--- config.mk ---
export PLATFORM = sky130hd
export DESIGN_NAME = nand_phase_seq
export DESIGN_NICKNAME = d
export VERILOG_FILES = /design/src/rtl/nand_seq_pkg.sv /design/src/rtl/nand_addr_decode.sv /design/src/rtl/nand_strobe_gen.sv /design/src/rtl/nand_cs_ctrl.sv /design/src/rtl/nand_phase_seq.sv
export SDC_FILE = /design/constraint.sdc
export NUM_CORES = 1
export LEC_CHECK = 0
export BUFFER_PORTS_ARGS = -buffer_cell sky130_fd_sc_hd__buf_2
export CORE_MARGIN = 4
export CORE_UTILIZATION = 45
export DETAILED_ROUTE_END_ITERATION = 8
export PLACE_DENSITY = 0.69
export RECOVER_POWER = 100
export SETUP_SLACK_MARGIN = 0.1
export SLEW_MARGIN = 10
export SYNTH_ARGS = -nofsm -noshare
export SYNTH_HDL_FRONTEND = slang
export SYNTH_HIERARCHICAL = 1
export SYNTH_SLANG_ARGS = --single-unit
--- constraint.sdc ---
create_clock -name clk -period 3.9 [get_ports clk]
set_input_delay 0.585 -clock clk [delete_from_list [all_inputs] [get_ports clk]]
set_output_delay 0.585 -clock clk [all_outputs]
set_load 0.01 [all_outputs]
--- src/rtl/nand_seq_pkg.sv ---
package nand_seq_pkg;

  localparam int PHASE_BIT  = 19;
  localparam int END_OK_BIT = 20;
  localparam int DROP_BIT   = 21;
  localparam int TAIL_BIT   = 10;
  localparam int CHIP_LSB   = 24;
  localparam int NADDR_LSB  = 21;
  localparam int ENDC_LSB   = 11;
  localparam int STARTC_LSB = 3;

  typedef enum logic [2:0] {
    ST_IDLE, ST_START, ST_ADDR, ST_DATA, ST_END, ST_GUARD, ST_BUSY, ST_ACK
  } seq_state_t;

  typedef struct packed {
    logic       data_ph;
    logic [7:0] chip;
    logic [2:0] n_addr;
    logic       end_ok;
    logic [7:0] end_cmd;
    logic [7:0] start_cmd;
    logic       drop_cs;
    logic       ecc_tail;
  } acc_ctl_t;

endpackage

--- src/rtl/nand_addr_decode.sv ---
module nand_addr_decode
  import nand_seq_pkg::*;
(
  input  logic [31:0] addr,
  output acc_ctl_t    ctl
);
  logic is_data;
  assign is_data = addr[PHASE_BIT];

  always_comb begin
    ctl.data_ph   = is_data;
    ctl.chip      = addr[CHIP_LSB +: 8];
    ctl.end_ok    = addr[END_OK_BIT];
    ctl.end_cmd   = addr[ENDC_LSB +: 8];
    // phase-dependent fields: meaningless bits are forced to zero
    ctl.n_addr    = is_data ? 3'd0 : addr[NADDR_LSB +: 3];
    ctl.start_cmd = is_data ? 8'd0 : addr[STARTC_LSB +: 8];
    ctl.drop_cs   = is_data & addr[DROP_BIT];
    ctl.ecc_tail  = is_data & addr[TAIL_BIT];
  end
endmodule

--- src/rtl/nand_strobe_gen.sv ---
module nand_strobe_gen #(
  parameter int LOW_T  = 2,
  parameter int HIGH_T = 2
) (
  input  logic       clk,
  input  logic       rst_n,
  input  logic       start,
  input  logic       rd,
  input  logic [7:0] io_in,
  output logic       busy,
  output logic       done,
  output logic       we_n,
  output logic       re_n,
  output logic [7:0] rbyte
);
  localparam int MAX_T = (LOW_T > HIGH_T) ? LOW_T : HIGH_T;
  localparam int CNT_W = $clog2(MAX_T + 1);
  localparam logic [CNT_W-1:0] LOW_END  = CNT_W'(LOW_T - 1);
  localparam logic [CNT_W-1:0] HIGH_END = CNT_W'(HIGH_T - 2);

  logic             lo_q;
  logic             rd_q;
  logic [CNT_W-1:0] cnt;

  // busy is dropped one cycle early so the next pulse starts after HIGH_T
  assign done = busy && !lo_q && (cnt == HIGH_END);
  assign we_n = !(busy && lo_q && !rd_q);
  assign re_n = !(busy && lo_q && rd_q);

  always_ff @(posedge clk or negedge rst_n) begin
    if (!rst_n) begin
      busy  <= 1'b0;
      lo_q  <= 1'b0;
      rd_q  <= 1'b0;
      cnt   <= '0;
      rbyte <= '0;
    end else if (start && !busy) begin
      busy <= 1'b1;
      lo_q <= 1'b1;
      rd_q <= rd;
      cnt  <= '0;
    end else if (busy) begin
      if (lo_q) begin
        if (cnt == LOW_END) begin
          lo_q <= 1'b0;
          cnt  <= '0;
          if (rd_q) rbyte <= io_in;
        end else begin
          cnt <= cnt + 1'b1;
        end
      end else if (done) begin
        busy <= 1'b0;
      end else begin
        cnt <= cnt + 1'b1;
      end
    end
  end


  we_low_width_chk: assert property (@(posedge clk) disable iff (!rst_n)
    $fell(we_n) |=> !we_n);

  re_low_width_chk: assert property (@(posedge clk) disable iff (!rst_n)
    $fell(re_n) |=> !re_n);

  strobe_excl_chk: assert property (@(posedge clk) disable iff (!rst_n)
    !(!we_n && !re_n));
endmodule

--- src/rtl/nand_cs_ctrl.sv ---
module nand_cs_ctrl #(
  parameter int CHIPS = 4,
  localparam int CS_W = $clog2(CHIPS)
) (
  input  logic             clk,
  input  logic             rst_n,
  input  logic             take,
  input  logic [CS_W-1:0]  sel,
  input  logic             drop,
  output logic [CHIPS-1:0] ce_n
);
  for (genvar i = 0; i < CHIPS; i++) begin : g_ce
    always_ff @(posedge clk or negedge rst_n) begin
      if (!rst_n)    ce_n[i] <= 1'b1;
      else if (take) ce_n[i] <= (sel != CS_W'(i));
      else if (drop) ce_n[i] <= 1'b1;
    end
  end


  ce_single_chk: assert property (@(posedge clk) disable iff (!rst_n)
    $onehot0(~ce_n));

  ce_drop_chk: assert property (@(posedge clk) disable iff (!rst_n)
    (drop && !take) |=> (&ce_n));
endmodule

--- src/rtl/nand_phase_seq.sv ---
module nand_phase_seq
  import nand_seq_pkg::*;
#(
  parameter int DATA_W  = 64,
  parameter int CHIPS   = 4,
  parameter int LOW_T   = 2,
  parameter int HIGH_T  = 2,
  parameter int GUARD_T = 4
) (
  input  logic              clk,
  input  logic              rst_n,
  input  logic              req_valid,
  output logic              req_ready,
  input  logic [31:0]       req_addr,
  input  logic              req_write,
  input  logic [DATA_W-1:0] req_wdata,
  output logic [DATA_W-1:0] rsp_rdata,
  output logic              ecc_last,
  output logic [CHIPS-1:0]  nand_ce_n,
  output logic              nand_cle,
  output logic              nand_ale,
  output logic              nand_we_n,
  output logic              nand_re_n,
  output logic [7:0]        nand_io_out,
  output logic              nand_io_oe,
  input  logic [7:0]        nand_io_in,
  input  logic              nand_rb
);
  localparam int BYTES = DATA_W / 8;
  localparam int IDX_W = $clog2(BYTES);
  localparam int CS_W  = $clog2(CHIPS);
  localparam int GCW   = $clog2(GUARD_T + 1);
  localparam logic [IDX_W-1:0] LAST_IDX = IDX_W'(BYTES - 1);

  seq_state_t        state;
  acc_ctl_t          dec, ctl;
  logic              wr_q;
  logic [DATA_W-1:0] wbuf, rbuf;
  logic [IDX_W-1:0]  idx;
  logic [GCW-1:0]    gcnt;
  logic              byte_st, p_start, p_busy, p_done, p_rd;
  logic [7:0]        p_rbyte;
  logic              accept, release_cs;
  logic [IDX_W-1:0]  addr_last;

  nand_addr_decode u_dec (.addr(req_addr), .ctl(dec));

  assign accept     = (state == ST_IDLE) && req_valid;
  assign release_cs = (state == ST_ACK) && ctl.drop_cs;

  nand_cs_ctrl #(.CHIPS(CHIPS)) u_cs (
    .clk(clk), .rst_n(rst_n), .take(accept), .sel(dec.chip[CS_W-1:0]),
    .drop(release_cs), .ce_n(nand_ce_n)
  );

  assign byte_st = (state == ST_START) || (state == ST_ADDR) ||
                   (state == ST_DATA)  || (state == ST_END);
  assign p_start = byte_st && !p_busy;
  assign p_rd    = (state == ST_DATA) && !wr_q;

  nand_strobe_gen #(.LOW_T(LOW_T), .HIGH_T(HIGH_T)) u_stb (
    .clk(clk), .rst_n(rst_n), .start(p_start), .rd(p_rd), .io_in(nand_io_in),
    .busy(p_busy), .done(p_done), .we_n(nand_we_n), .re_n(nand_re_n),
    .rbyte(p_rbyte)
  );

  assign addr_last = IDX_W'(ctl.n_addr) - 1'b1;

  always_ff @(posedge clk or negedge rst_n) begin
    if (!rst_n) begin
      state <= ST_IDLE;
      ctl   <= '0;
      wr_q  <= 1'b0;
      wbuf  <= '0;
      rbuf  <= '0;
      idx   <= '0;
      gcnt  <= '0;
    end else begin
      unique case (state)
        ST_IDLE: if (req_valid) begin
          ctl   <= dec;
          wr_q  <= req_write;
          wbuf  <= req_wdata;
          idx   <= '0;
          state <= dec.data_ph ? ST_DATA : ST_START;
        end
        ST_START: if (p_done) begin
          if (ctl.n_addr != 3'd0) state <= ST_ADDR;
          else if (ctl.end_ok)    state <= ST_END;
          else                    state <= ST_ACK;
        end
        ST_ADDR: if (p_done) begin
          if (idx == addr_last) state <= ctl.end_ok ? ST_END : ST_ACK;
          else                  idx <= idx + 1'b1;
        end
        ST_DATA: if (p_done) begin
          if (!wr_q) rbuf[{idx, 3'b000} +: 8] <= p_rbyte;
          if (idx == LAST_IDX) state <= ctl.end_ok ? ST_END : ST_ACK;
          else                 idx <= idx + 1'b1;
        end
        ST_END: if (p_done) begin
          gcnt  <= '0;
          state <= ctl.data_ph ? ST_GUARD : ST_ACK;
        end
        ST_GUARD: begin
          if (gcnt == GCW'(GUARD_T - 1)) state <= ST_BUSY;
          else                           gcnt  <= gcnt + 1'b1;
        end
        ST_BUSY: if (nand_rb) state <= ST_ACK;
        ST_ACK:  state <= ST_IDLE;
        default: state <= ST_IDLE;
      endcase
    end
  end

  // pin decode from registered state
  always_comb begin
    nand_io_out = 8'h00;
    unique case (state)
      ST_START: nand_io_out = ctl.start_cmd;
      ST_ADDR,
      ST_DATA:  nand_io_out = wbuf[{idx, 3'b000} +: 8];
      ST_END:   nand_io_out = ctl.end_cmd;
      default:  nand_io_out = 8'h00;
    endcase
  end

  assign nand_cle   = (state == ST_START) || (state == ST_END);
  assign nand_ale   = (state == ST_ADDR);
  assign nand_io_oe = (state == ST_START) || (state == ST_ADDR) ||
                      (state == ST_END) || ((state == ST_DATA) && wr_q);
  assign req_ready  = (state == ST_ACK);
  assign ecc_last   = (state == ST_ACK) && ctl.ecc_tail;
  assign rsp_rdata  = rbuf;


  ready_pulse_chk: assert property (@(posedge clk) disable iff (!rst_n)
    req_ready |=> !req_ready);

  ready_with_valid_chk: assert property (@(posedge clk) disable iff (!rst_n)
    req_ready |-> req_valid);

  latch_excl_chk: assert property (@(posedge clk) disable iff (!rst_n)
    !(nand_cle && nand_ale));

  busy_hold_chk: assert property (@(posedge clk) disable iff (!rst_n)
    ((state == ST_BUSY) && !nand_rb) |=> !req_ready);

  tail_with_ready_chk: assert property (@(posedge clk) disable iff (!rst_n)
    ecc_last |-> req_ready);

  read_no_drive_chk: assert property (@(posedge clk) disable iff (!rst_n)
    !nand_re_n |-> !nand_io_oe);

  ce_during_strobe_chk: assert property (@(posedge clk) disable iff (!rst_n)
    (!nand_we_n || !nand_re_n) |-> !(&nand_ce_n));
endmodule

==> summary.md, run 1 <==
| Metric | Value |
|---|---|
| Cells after synthesis | 675 |
| Int Pwr | 4.59 mW |
| Worst-Margin Slew | 2110 ps |
| Max transition margin | -40.7% |
| Share of cells above drive strength 1 | 33.2% |
| Largest net degree at the start of global routing | 99 |
| Clk_lat worst skew | 430 ps |
| Comb power frac | 32.2% |
| Row count | 49 |
| Clock transition at path regs | 70 ps |
| Minimum clock period | 3500 ps |
| Data required time of the worst path | 3310 ps |
| Period utilisation layout | 89.7% |
| CP max stage cell | dfrtp_1 |
| CTS buffer count | 17 |
| Crit-path cells | clkbuf_2, mux4_2, nand2_1, nand2_1, a22oi_1, o21ai_0, clkbuf_1 |
| R2R setup slack | 590 ps |
| Switching Power | 2.33 mW |
| Commonest non-fill, non-tap cell in the layout | dfrtp_1 |
| CTS root buf | clkbuf_16 |
| Post-Route Skew | 11.3 ps |
| Vias in the first global route | 5,861 |
| CTS tree | built |
| Mean Syn Cell Area | 12.3 sq um |
| Worst Path Max Fanout | 16 |
| Area delta synth->final | 16.2% |
| Commonest non-fill, non-tap cells in the layout | 174 x dfrtp_1, 112 x mux2_2, 102 x buf_2 |
| Fin Setup TNS | 0 ps |
| Via count | 5,676 |
| DRC Markers | 0 |
| Final setup viols | 0 |
| CTS resizes | 0 |
| DP HPWL | 13,500 microns |
| Final net count | 952 |
| Pwr dens | 719 mW/mm^2 |
| Peak Freq | 0.286 GHz |
| GPL Wtd Cong | 0.773 |
| Setup WS pre-CTS | 912 ps |
| Hold_ws | 363 ps |
| Worst EP arrival | 2910 ps |
| Final hold violation count | 0 |
| DIE HEIGHT | 144 microns |
| Worst path max stage delay | 850 ps |
| Syn_nets | 794 |
| Slew Limit Fails | 84 |
| Crit start category | flip-flop |
| Final core area utilization | 53.4% |
| Core area | 0.0180 sq mm |
| I/O pin total | 192 |
| Switch share | 33.7% |
| Die ar. | 0.0206 sq mm |
| GRT Util Overall | 19.1% |
| Number of max-cap violations | 1 |
| Final antenna-violating net count | 0 |
| Setup bufs post-CTS | 0 |
| Initial DRT Pass Iterations | 4 |
| Clock sink count | 178 |
| Most frequent CP cell | nand2_1 |
| IO buf count | 182 |
| RSZ-0062 raised after global routing | false |
| Global-route wire length before repair | 30,800 microns |
| Synth warnings | 6 |
| Initial DRC count | 427 |
| Overall Power | 6.92 mW |
| Total number of H-tree levels | 4 |
| Number of fillers in the final layout | 1,633 |
| Failing checks | capacitance limit, slew limit |
| Peak VDD IR | 0.000361 V |
| Worst Slack Setup Final | 401 ps |
| Die width | 144 microns |
| Status | finished, violations left |
| Synthesized area | 0.00828 sq mm |
| WS Path Type | reg2out |
| WL per Instance | 17.6 microns |
| WL final | 18,900 microns |
| Clock Power Share | 25.1% |
| Worst setup EP type | output port |
| Post-CTS Hold Buffers | 0 |
| Sequential group share of total power | 42.7% |
| DR vias/cell | 5.27 |
| Pleak | 4.31 nW |
| GRT Residual Overflow | 0 |
| Starting density of the core | 45.9% |
| HP Class | in2reg |
| Initial antenna violation count | 6 |
| Maximum buffer depth of the clock tree | 2 |
==> worst max-delay path, delay by kind of cell (launching register included) <==
family,cells,cell delay (ps)
mux,1,530
flops,1,850
buf+inv,2,590
compound gates,2,300
simple gates,2,200
==> path summary, 6_finish.rpt <==
kind                                      startpoint                         to  cells past startpoint
max                               idx[0]$_DFFE_PN0P_             nand_io_out[4]                      7
min                                     req_addr[25]   u_cs/ce_n[3]$_DFFE_PN1P_                      2
max reg2reg                     u_stb/busy$_DFF_PN0_   rsp_rdata[5]$_DFFE_PN0P_                      4
min reg2reg                rsp_rdata[27]$_DFFE_PN0P_  rsp_rdata[27]$_DFFE_PN0P_                      2
max in group asynchronous                      rst_n       wbuf[24]$_DFFE_PN0P_                      2
min in group asynchronous                      rst_n  rsp_rdata[21]$_DFFE_PN0P_                      1
==> stage by stage <==
stage               cell area [sq um]  std cells
global route                     9620       1076
global placement                 9230       1043
detailed placement               9230       1043
finish                           9620       1077
floorplan                        8280        675
CTS                              9830       1075
==> metal layers <==
layer  part of all wire (%)  global-route usage (%)
met2                     48                    30.0
met5                   0.23                       0
met3                    6.6                    6.26
met4                    2.1                    6.44
met1                     43                    25.2
==> power by group through the flow <==
stage / clock network [mW] / registers [mW] / logic (mW)
detailed placement: 0 / 3.00 / 2.34
global route: 1.85 / 3.06 / 2.51
floorplan: 0 / 2.74 / 1.93
finish: 1.74 / 2.95 / 2.23
CTS: 1.77 / 2.97 / 2.34
global placement: 0 / 2.98 / 2.29
==> final cells by class <==
cell class,instances,area [sq um],area share [%]
diodes,2,5.00,0.0520
repair buffers,191,863,8.97
clock buffers,19,453,4.71
inverters,8,30.0,0.312
clock inverters,13,148,1.53
well taps,229,287,2.98
flip-flops and latches,178,4460,46.3
multi-input cells,437,3380,35.1
==> sequential cells by signal, summed over array words and instances (netlist names) <==
| signal | count |
|---|---|
| wbuf | 64 |
| rsp_rdata | 64 |
| u_stb/cnt | 2 |
| ctl | 23 |
| state | 3 |
| wr_q | 1 |
| u_stb/rbyte | 8 |
| u_stb/rd_q | 1 |
| u_stb/lo_q | 1 |
| gcnt | 3 |
| idx | 3 |
| u_cs/ce_n | 4 |
| u_stb/busy | 1 |
(Power assumes the default switching activity.)
==> inputs of run 2 (changes only) <==
REMOVE_ABC_BUFFERS = 1   (was unset)
==> summary.md, run 2 (same netlist as run 1, synthesis figures left out) <==
| Metric | Value |
|---|---|
| Row count | 49 (unchanged) |
| Core area | 0.0180 sq mm (unchanged) |
| Clock sink count | 178 (unchanged) |
| Status | finished, violations left (unchanged) |
| Period utilisation layout | 83.4% (was 89.7%) |
| CTS tree | built (unchanged) |
| IO buf count | 182 (unchanged) |
| Die ar. | 0.0206 sq mm (unchanged) |
| Max transition margin | -25.5% (was -40.7%) |
| Final Non-Filler Cells | 1,075 (was 1,077) |
| Setup WS pre-CTS | 1040 ps (was 912 ps) |
| Worst r2r src | idx[2]$_DFFE_PN0P_ (was u_stb/busy$_DFF_PN0_) |
| Initial antenna violation count | 6 (unchanged) |
| Maximum buffer depth of the clock tree | 2 (unchanged) |
| Final antenna-violating net count | 0 (unchanged) |
| Data required time of the worst path | 3310 ps (about the same) |
| Fin Setup TNS | 0 ps (unchanged) |
| Post-route cell area | 0.00960 sq mm (was 0.00962 sq mm) |
| Vias in the first global route | 5,964 (was 5,861) |
| Post-CTS Hold Buffers | 0 (unchanged) |
| Failing checks | capacitance limit, slew limit (unchanged) |
| Peak Freq | 0.308 GHz (was 0.286 GHz) |
| RSZ-0062 raised after global routing | false (unchanged) |
| Placed insts | 1,042 (was 1,043) |
| CTS root buf | clkbuf_16 (unchanged) |
| Overall Power | 6.86 mW (was 6.92 mW) |
| Clk_lat worst skew | 430 ps (about the same) |
| GRT Residual Overflow | 0 (unchanged) |
| Total number of H-tree levels | 4 (unchanged) |
| Largest net degree at the start of global routing | 100 (was 99) |
| HP Class | in2reg (unchanged) |
| Starting density of the core | 45.9% (unchanged) |
| Commonest non-fill, non-tap cell in the layout | dfrtp_1 (unchanged) |
| CTS buffer count | 17 (unchanged) |
| I/O pin total | 192 (unchanged) |
| Area delta synth->final | 16.0% (was 16.2%) |
| Min-delay src | req_addr[25] (unchanged) |
| Worst reg2reg endpoint | rsp_rdata[5]$_DFFE_PN0P_ (unchanged) |
| WS Path Type | reg2out (unchanged) |
| Setup bufs post-CTS | 0 (unchanged) |
| R2R setup slack | 700 ps (was 590 ps) |
| Worst reg2reg path depth | 5 (was 4) |
| Number of max-cap violations | 1 (unchanged) |
| Final hold violation count | 0 (unchanged) |
| GPL Wtd Cong | 0.764 (was 0.773) |
| Initial DRT Pass Iterations | 4 (unchanged) |
| DIE HEIGHT | 144 microns (unchanged) |
| Initial DRC count | 262 (was 427) |
| WL final | 18,700 microns (was 18,900 microns) |
| Worst EP arrival | 2670 ps (was 2910 ps) |
| DRC Markers | 0 (unchanged) |
| CTS resizes | 0 (unchanged) |
| DP HPWL | 13,200 microns (was 13,500 microns) |
| Post-Route Skew | 9.63 ps (was 11.3 ps) |
| Peak VDD IR | 0.000365 V (was 0.000361 V) |
| WL per Instance | 17.4 microns (was 17.6 microns) |
| Clock transition at path regs | 70 ps (about the same) |
| Worst setup EP type | output port (unchanged) |
| DR vias/cell | 5.28 (was 5.27) |
| Slew Limit Fails | 76 (was 84) |
| Number of fillers in the final layout | 1,610 (was 1,633) |
| Final net count | 951 (was 952) |
| Global-route wire length before repair | 30,300 microns (was 30,800 microns) |
| Minimum clock period | 3250 ps (was 3500 ps) |
| Hold path depth | 2 (unchanged) |
| Crit start category | flip-flop (unchanged) |
| Area after DPL | 0.00923 sq mm (about the same) |
| Pwr dens | 715 mW/mm^2 (was 719 mW/mm^2) |
| GRT Util Overall | 18.7% (was 19.1%) |
| Worst setup startpoint | idx[0]$_DFFE_PN0P_ (unchanged) |
| Worst-Margin Slew | 1880 ps (was 2110 ps) |
| Final setup viols | 0 (unchanged) |
| Via count | 5,680 (was 5,676) |
| Share of cells above drive strength 1 | 33.5% (was 33.2%) |
| Worst Hold End | u_cs/ce_n[3]$_DFFE_PN1P_ (unchanged) |
| Worst Path Max Fanout | 16 (unchanged) |
| Commonest non-fill, non-tap cells in the layout | 173 x dfrtp_1, 112 x mux2_2, 102 x buf_2 (was 174 x dfrtp_1, 112 x mux2_2, 102 x buf_2) |
| Worst Slack Setup Final | 649 ps (was 401 ps) |
| Pleak | 4.30 nW (was 4.31 nW) |
| Die width | 144 microns (unchanged) |
## run 2: cell count changes in the layout (fill, tap and decap cells not counted), sizes merged
cell / before / now
buf: 105 / 104
bufinv: 2 / 0
clkinv: 5 / 4
clkbuf: 105 / 104
clkinvlp: 1 / 2
inv: 13 / 16
diode: 2 / 1
## run 2: layout make-up
cell class	count	area [sq um]	area share, %
inverter	8	30.0	0.313
sequential	178	4460	46.5
antenna	1	2.50	0.0261
multi-input combinational	437	3390	35.3
clock buffer	18	439	4.57
timing repair buffer	190	860	8.95
clock inverter	14	136	1.42
tap	229	287	2.98
## run 2: layer usage
metal	share of wire (%)	GRT usage, %	vias to the layer above
met2	47	30.1	164
li1	-	-	2704
met5	0.23	0	-
met1	43	23.9	2765
met3	7.7	6.32	37
met4	1.7	6.39	10
## run 2: how the worst max path moves through the flow
stage	to	slack, ps
global route	rsp_rdata[2]$_DFFE_PN0P_	340
floorplan	ctl[0]$_DFFE_PN0P_	-1220
finish	nand_io_out[6]	650
global placement	rsp_rdata[2]$_DFFE_PN0P_	1070
CTS	nand_io_out[6]	700
detailed placement	rsp_rdata[5]$_DFFE_PN0P_	1040
## run 2: stage by stage
step | utilization [%] | hold slack (ps)
finish | 53.3 | 358
floorplan | - | 289
global placement | 51.2 | 456
global route | 53.3 | 356
detailed placement | 51.2 | 466
CTS | 54.4 | 198
## run 2: report_power, final
group          internal [mW]  switching [mW]
sequential              2.44           0.481
clock                  0.866           0.790
combinational           1.17            1.12
total                   4.47            2.39
## run 2: worst max-delay path, stage by stage (launching register included)
cell,delay (ps)
dfrtp_2,670
clkbuf_2,450
mux4_2,550
nand2_1,80
nand2_1,70
a22oi_1,130
o21ai_0,140
clkbuf_1,160
